**src/rtl/uart_pkg.sv**
```systemverilog
package uart_pkg;
  // Register byte offsets on the bus
  typedef enum logic [4:0] {
    REG_TXD  = 5'h00,
    REG_RXD  = 5'h04,
    REG_TXC  = 5'h08,
    REG_RXC  = 5'h0C,
    REG_IEN  = 5'h10,
    REG_PEND = 5'h14,
    REG_DIV  = 5'h18
  } reg_off_e;

  localparam int unsigned BYTE_W = 8;
  localparam int unsigned OVS    = 16;   // oversample ticks per bit
endpackage

```
**src/rtl/uart_fifo.sv**
```systemverilog
module uart_fifo #(
  parameter int unsigned WIDTH = 8,
  parameter int unsigned DEPTH = 8,
  localparam int unsigned PW = (DEPTH > 1) ? $clog2(DEPTH) : 1,
  localparam int unsigned CW = $clog2(DEPTH + 1)
) (
  input  logic             clk,
  input  logic             rst_n,
  input  logic             push,
  input  logic [WIDTH-1:0] wdata,
  input  logic             pop,
  output logic [WIDTH-1:0] rdata,
  output logic             full,
  output logic             empty,
  output logic [CW-1:0]    count
);
  logic [WIDTH-1:0] mem [DEPTH];
  logic [PW-1:0]    wptr_q, wptr_d, rptr_q, rptr_d;
  logic [CW-1:0]    cnt_q, cnt_d;
  logic             do_push, do_pop;

  assign full    = (cnt_q == CW'(DEPTH));
  assign empty   = (cnt_q == '0);
  assign count   = cnt_q;
  assign rdata   = mem[rptr_q];
  assign do_push = push && !full;   // write to a full queue is dropped
  assign do_pop  = pop && !empty;

  always_comb begin
    wptr_d = wptr_q;
    rptr_d = rptr_q;
    cnt_d  = cnt_q;
    if (do_push) wptr_d = (wptr_q == PW'(DEPTH - 1)) ? '0 : wptr_q + 1'b1;
    if (do_pop)  rptr_d = (rptr_q == PW'(DEPTH - 1)) ? '0 : rptr_q + 1'b1;
    if (do_push && !do_pop) cnt_d = cnt_q + 1'b1;
    if (!do_push && do_pop) cnt_d = cnt_q - 1'b1;
  end

  always_ff @(posedge clk or negedge rst_n) begin
    if (!rst_n) begin
      wptr_q <= '0;
      rptr_q <= '0;
      cnt_q  <= '0;
    end else begin
      wptr_q <= wptr_d;
      rptr_q <= rptr_d;
      cnt_q  <= cnt_d;
    end
  end

  always_ff @(posedge clk) begin
    if (do_push) mem[wptr_q] <= wdata;
  end
endmodule

```
**src/rtl/uart_tx.sv**
```systemverilog
module uart_tx
  import uart_pkg::*;
(
  input  logic              clk,
  input  logic              rst_n,
  input  logic              en,
  input  logic              tick,
  input  logic              avail,
  input  logic [BYTE_W-1:0] byte_in,
  output logic              take,
  output logic              line
);
  localparam int unsigned SW = $clog2(OVS);
  localparam int unsigned FW = BYTE_W + 2;

  logic          busy_q, busy_d;
  logic [FW-1:0] frame_q, frame_d;
  logic [3:0]    bit_q, bit_d;
  logic [SW-1:0] sub_q, sub_d;

  always_comb begin
    busy_d  = busy_q;
    frame_d = frame_q;
    bit_d   = bit_q;
    sub_d   = sub_q;
    take    = 1'b0;
    if (!en) begin
      busy_d = 1'b0;
    end else if (!busy_q) begin
      if (avail) begin
        take    = 1'b1;
        busy_d  = 1'b1;
        frame_d = {1'b1, byte_in, 1'b0};
        bit_d   = '0;
        sub_d   = '0;
      end
    end else if (tick) begin
      if (sub_q == SW'(OVS - 1)) begin
        sub_d   = '0;
        frame_d = {1'b1, frame_q[FW-1:1]};
        if (bit_q == 4'(FW - 1)) busy_d = 1'b0;
        else                     bit_d  = bit_q + 1'b1;
      end else begin
        sub_d = sub_q + 1'b1;
      end
    end
  end

  always_ff @(posedge clk or negedge rst_n) begin
    if (!rst_n) begin
      busy_q  <= 1'b0;
      frame_q <= '1;
      bit_q   <= '0;
      sub_q   <= '0;
    end else begin
      busy_q  <= busy_d;
      frame_q <= frame_d;
      bit_q   <= bit_d;
      sub_q   <= sub_d;
    end
  end

  assign line = !(en && busy_q) || frame_q[0];
endmodule

```
**src/rtl/uart_rx.sv**
```systemverilog
module uart_rx
  import uart_pkg::*;
(
  input  logic              clk,
  input  logic              rst_n,
  input  logic              en,
  input  logic              tick,
  input  logic              pin,
  output logic              done,
  output logic [BYTE_W-1:0] byte_out
);
  localparam int unsigned SW = $clog2(OVS);
  typedef enum logic [1:0] {S_IDLE, S_START, S_DATA, S_STOP} rx_state_e;

  rx_state_e         st_q, st_d;
  logic [SW-1:0]     sub_q, sub_d;
  logic [2:0]        bit_q, bit_d;
  logic [BYTE_W-1:0] sh_q, sh_d;
  logic [1:0]        sync_q;
  logic              rxs;

  assign rxs      = sync_q[1];
  assign byte_out = sh_q;

  always_comb begin
    st_d  = st_q;
    sub_d = sub_q;
    bit_d = bit_q;
    sh_d  = sh_q;
    done  = 1'b0;
    if (!en) begin
      st_d = S_IDLE;
    end else begin
      unique case (st_q)
        S_IDLE: if (!rxs) begin
          st_d  = S_START;
          sub_d = '0;
        end
        S_START: if (tick) begin
          if (sub_q == SW'(OVS / 2 - 1)) begin
            sub_d = '0;
            bit_d = '0;
            st_d  = rxs ? S_IDLE : S_DATA;   // glitch rejection at mid start
          end else sub_d = sub_q + 1'b1;
        end
        S_DATA: if (tick) begin
          if (sub_q == SW'(OVS - 1)) begin
            sub_d = '0;
            sh_d  = {rxs, sh_q[BYTE_W-1:1]};
            if (bit_q == 3'(BYTE_W - 1)) st_d  = S_STOP;
            else                         bit_d = bit_q + 1'b1;
          end else sub_d = sub_q + 1'b1;
        end
        S_STOP: if (tick) begin
          if (sub_q == SW'(OVS - 1)) begin
            done = rxs;                      // low stop bit: frame dropped
            st_d = S_IDLE;
          end else sub_d = sub_q + 1'b1;
        end
        default: st_d = S_IDLE;
      endcase
    end
  end

  always_ff @(posedge clk or negedge rst_n) begin
    if (!rst_n) begin
      st_q   <= S_IDLE;
      sub_q  <= '0;
      bit_q  <= '0;
      sh_q   <= '0;
      sync_q <= 2'b11;
    end else begin
      st_q   <= st_d;
      sub_q  <= sub_d;
      bit_q  <= bit_d;
      sh_q   <= sh_d;
      sync_q <= {sync_q[0], pin};
    end
  end
endmodule

```
**src/rtl/uart_mmio.sv**
```systemverilog
module uart_mmio
  import uart_pkg::*;
#(
  parameter int unsigned FIFO_DEPTH = 8,
  parameter int unsigned DIV_W      = 32,
  localparam int unsigned CW        = $clog2(FIFO_DEPTH + 1)
) (
  input  logic        clk,
  input  logic        rst_n,
  input  logic [4:0]  bus_addr,
  input  logic        bus_wr,
  input  logic [31:0] bus_wdata,
  input  logic        bus_rd,
  output logic [31:0] bus_rdata,
  output logic        ser_tx,
  input  logic        ser_rx,
  output logic        irq
);
  logic [1:0]        rst_sq;
  logic              rst_s;
  logic              txen_q, txen_d, rxen_q, rxen_d;
  logic [1:0]        ien_q, ien_d, pend;
  logic [DIV_W-1:0]  div_q, div_d, dcnt_q, dcnt_d;
  logic              tick;
  logic              tx_push, tx_take, tx_full, tx_empty;
  logic              rx_pop, rx_push, rx_full, rx_empty;
  logic [BYTE_W-1:0] tx_byte, rx_byte, rx_head;
  logic [CW-1:0]     tx_cnt, rx_cnt;

  // reset: asserted asynchronously, released on the clock
  always_ff @(posedge clk or negedge rst_n) begin
    if (!rst_n) rst_sq <= 2'b00;
    else        rst_sq <= {rst_sq[0], 1'b1};
  end
  assign rst_s = rst_sq[1];

  // oversample tick every div+1 clocks
  assign tick   = (dcnt_q >= div_q);
  assign dcnt_d = tick ? '0 : dcnt_q + 1'b1;

  assign tx_push = bus_wr && (bus_addr == REG_TXD);
  assign rx_pop  = bus_rd && (bus_addr == REG_RXD);
  assign pend    = {!rx_empty, 1'b0};
  assign irq     = |(pend & ien_q);

  always_comb begin
    txen_d = txen_q;
    rxen_d = rxen_q;
    ien_d  = ien_q;
    div_d  = div_q;
    if (bus_wr) begin
      unique case (bus_addr)
        REG_TXC: txen_d = bus_wdata[0];
        REG_RXC: rxen_d = bus_wdata[0];
        REG_IEN: ien_d  = bus_wdata[1:0];
        REG_DIV: div_d  = bus_wdata[DIV_W-1:0];
        default: ;
      endcase
    end
  end

  always_ff @(posedge clk or negedge rst_s) begin
    if (!rst_s) begin
      txen_q <= 1'b0;
      rxen_q <= 1'b0;
      ien_q  <= '0;
      div_q  <= '0;
      dcnt_q <= '0;
    end else begin
      txen_q <= txen_d;
      rxen_q <= rxen_d;
      ien_q  <= ien_d;
      div_q  <= div_d;
      dcnt_q <= dcnt_d;
    end
  end

  always_comb begin
    bus_rdata = '0;
    if (bus_rd) begin
      unique case (bus_addr)
        REG_TXD:  bus_rdata = {tx_full, 31'b0};
        REG_RXD:  bus_rdata = {rx_empty, 23'b0, rx_empty ? 8'h00 : rx_head};
        REG_TXC:  bus_rdata = {31'b0, txen_q};
        REG_RXC:  bus_rdata = {31'b0, rxen_q};
        REG_IEN:  bus_rdata = {30'b0, ien_q};
        REG_PEND: bus_rdata = {30'b0, pend};
        REG_DIV:  bus_rdata = 32'(div_q);
        default:  bus_rdata = '0;
      endcase
    end
  end

  uart_fifo #(.WIDTH(BYTE_W), .DEPTH(FIFO_DEPTH)) i_txq (
    .clk(clk), .rst_n(rst_s), .push(tx_push), .wdata(bus_wdata[BYTE_W-1:0]),
    .pop(tx_take), .rdata(tx_byte), .full(tx_full), .empty(tx_empty), .count(tx_cnt)
  );

  uart_fifo #(.WIDTH(BYTE_W), .DEPTH(FIFO_DEPTH)) i_rxq (
    .clk(clk), .rst_n(rst_s), .push(rx_push), .wdata(rx_byte),
    .pop(rx_pop), .rdata(rx_head), .full(rx_full), .empty(rx_empty), .count(rx_cnt)
  );

  uart_tx i_tx (
    .clk(clk), .rst_n(rst_s), .en(txen_q), .tick(tick), .avail(!tx_empty),
    .byte_in(tx_byte), .take(tx_take), .line(ser_tx)
  );

  uart_rx i_rx (
    .clk(clk), .rst_n(rst_s), .en(rxen_q), .tick(tick), .pin(ser_rx),
    .done(rx_push), .byte_out(rx_byte)
  );
endmodule

```
**config.mk**
```make
export PLATFORM = sky130hd
export DESIGN_NAME = uart_mmio
export DESIGN_NICKNAME = d
export VERILOG_FILES = /design/src/rtl/uart_pkg.sv /design/src/rtl/uart_fifo.sv /design/src/rtl/uart_tx.sv /design/src/rtl/uart_rx.sv /design/src/rtl/uart_mmio.sv
export SDC_FILE = /design/constraint.sdc
export NUM_CORES = 1
export LEC_CHECK = 0
export ABC_AREA = 1
export BUFFER_PORTS_ARGS = -buffer_cell sky130_fd_sc_hd__buf_2
export CORE_MARGIN = 2
export CORE_UTILIZATION = 25
export CTS_CLUSTER_DIAMETER = 80
export DETAILED_ROUTE_END_ITERATION = 8
export PLACE_DENSITY = 0.5
export SLEW_MARGIN = 0
export SYNTH_ARGS = -nofsm -noshare
export SYNTH_HDL_FRONTEND = slang
export SYNTH_SLANG_ARGS = --single-unit
export TNS_END_PERCENT = 50
```
**constraint.sdc**
```tcl
create_clock -name clk -period 5.54 [get_ports clk]
set_clock_uncertainty 0.05 [all_clocks]
set_input_delay 0.277 -clock clk [delete_from_list [all_inputs] [get_ports clk]]
set_output_delay 0.277 -clock clk [all_outputs]
set_load 0.03 [all_outputs]
```
==> reports/summary.txt <==
status: finished clean
r2r endpoint: i_rxq.mem[7][4]
layout cells sized above 1: 13.9%
pin count of the biggest net entering global routing: 68
clk sinks: 255
Pwr Density: 406 mW/mm^2
synth top area cells: edfxtp_1, dfrtp_1, nor2_1
Worst Path Arrival: 3.60 ns
top-area cell type share of the netlist area: 31.3%
RSZ-0062 raised after global routing: no
DRT Pass-1 Iters: 5
Placer Congestion: 0.829
commonest cells in the netlist: nor2_1, nand2_1, edfxtp_1
Slew Viols, Final: 0
H-tree Lvls: 1
Multi-input gate area: 0.00457 sq mm
register area: 0.00704 sq mm
Clock Root Buffer: clkbuf_16
TritonCTS clock tree: done
GRT Total Usage: 11.9%
Seq cells post-synth: 255
Peak Freq: 255 MHz
Cells after Synth: 1257
setup TNS: 0 ns
Hold WC Path Type: input pin to register
first-pass GRT wire length: 48200 um
asr flop ratio synth: 49.8%
Hold Fails Final Rpt: 0
final std cells w/o fill: 2020
Initial Util: 25.2%
Tot Pwr: 0.00595 W
total CTS buffers: 30
Synthesis Warnings: 0
Hold Path Stages: 1
Clock Latency Late Sink: 0.56 ns
Routed Antenna Nets: 0
Final setup viols: 0
drt total wl: 30000 um
cell taking the most area after synthesis: edfxtp_1
Gates resized, CTS repair: 0
antenna violations before repair: 2
Syn Nets: 1353
Placed Cells: 1929
starting DRC count in detailed routing: 487
synth unique cells: 54
Layout fillers: 5055
Least-Margin Pin Slew: 1.09 ns
Avg Cell Area, Syn: 9.76 sq um
CP Capture Type: output pin
r2r setup slk: 2.23 ns
sequential share of the synthesized area: 57.4%
number of global-route vias before repair: 9047
Pleak: 6.16 nW
row cnt: 81
WP data required: 5.21 ns
r2r worst-path depth: 11
Max-cap violations: 0
maximum VDD drop: 0.238 mV
clk buf depth: 3
drt wl/cell: 14.9 um
die area: 0.0509 sq mm
residual overflow from global routing: 0
area grow syn2layout: 19.5%
DR vias/cell: 4.46
EDFF count, synth: 128
Detailed Place HPWL: 21000 um
# DRC: 0
kind of critical path: register to output pin
Chip Height: 226 um
CP max FO: 35
number of diodes: 0
Max-slew headroom: 26.8%
r2r startpoint: dcnt_q[23]
nets@finish: 1470
Die W: 226 um
clk slew on worst S/H paths: 0.06 ns
Startpoint Class: register
most common cell in the netlist: nor2_1
I/O pin count: 76
I/O Buffers: 75
Min-Delay Endpoint: i_txq.mem[4][5]
hold path start: bus_wdata[5]
routed vias: 9013
top_reg_cell synth: edfxtp_1
Core Footprint: 0.0486 sq mm
crit share post-route: 70.8%
Tmin final: 3.92 ns
Post-Syn Area: 0.0123 sq mm
final hold slack: 0.0378 ns
## metrics by stage
| step | area [sq um] | worst slack, ns | util (%) |
|---|---|---|---|
| CTS | 14700 | 1.65 | 30.1 |
| global route | 14700 | 1.42 | 30.1 |
| global placement | 13300 | 2.22 | 27.4 |
| floorplan | 12300 | 1.71 | - |
| detailed placement | 13300 | 2.18 | 27.4 |
| finish | 14700 | 1.62 | 30.1 |
## registers in the layout, summed over array words and instances (netlist names), 4 cells and up
name / count
i_rxq.mem: 64
i_txq.mem: 64
dcnt_q: 32
div_q: 32
i_tx.frame_q: 9
i_rx.byte_out: 8
i_rx.sub_q: 4
i_rxq.count: 4
i_tx.bit_q: 4
i_tx.sub_q: 4
i_txq.count: 4
## critical path: stages, from the launching register on
cell      delay (ns)
dfrtp_1         1.04
inv_1           0.72
o21ai_0         0.48
o22ai_1         0.11
o211ai_1        0.23
a31oi_1         0.21
buf_2           0.24
## logic make-up after synthesis
kind of cell,synth area share (%)
buf+inv,5.35
xor+xnor,1.93
mux,0.571
fa+ha+maj,5.57
other cells,0.0306
simple gates,18.0
flops,57.4
compound gates,11.2
## layer usage
| metal | global-route usage [%] | share of wire (%) |
|---|---|---|
| met5 | 0 | 0.070 |
| met4 | 3.55 | 2.9 |
| met3 | 2.15 | 4.1 |
| met2 | 19.9 | 47 |
| met1 | 15.8 | 46 |
## where the power goes
group | switching (W) | internal [W]
Clock | 0.000778 | 0.00114
Sequential | 0.000326 | 0.00227
Combinational | 0.000905 | 0.000533
Total | 0.00201 | 0.00394
## worst max path at each step
| stage | start | to | slack [ns] |
|---|---|---|---|
| 2_1_floorplan | rst_sq[1] | dcnt_q[0] | 1.71 |
| 3_3_place_gp | dcnt_q[13] | i_rxq.mem[2][2] | 2.22 |
| 3_5_place_dp | dcnt_q[23] | i_rxq.mem[0][5] | 2.18 |
| 4_1_cts | i_rxq.rptr_q[0] | bus_rdata[0] | 1.65 |
| 5_1_grt | i_rxq.rptr_q[0] | bus_rdata[0] | 1.42 |
| 6_report | i_rxq.rptr_q[0] | bus_rdata[0] | 1.62 |
## cell type report
class / instances / area share [%]
timing repair buffer: 121 / 5.51
tap: 622 / 5.31
multi-input combinational: 835 / 31.2
clock buffer: 48 / 6.06
sequential: 255 / 48.0
inverter: 131 / 3.37
clock inverter: 8 / 0.538
## cells in the final DEF, fill, tap and decap left out, drive strengths merged, types with 16 or more instances in the layout
cell	n
edfxtp	128
dfrtp	116
o22ai	16
ha	53
nor2	233
buf	86
inv	129
nand3	30
a21oi	70
dlygate4sd3	35
nor3	35
o21ai	114
clkbuf	48
xor2	18
nand2	185
## timing repair
item / CTS / global route
hold buffers: 34 / 1
setup buffers: 0 / 0
endpoints found under the hold margin: 76 / 8
Note: power is estimated with default switching activity, not from simulation.
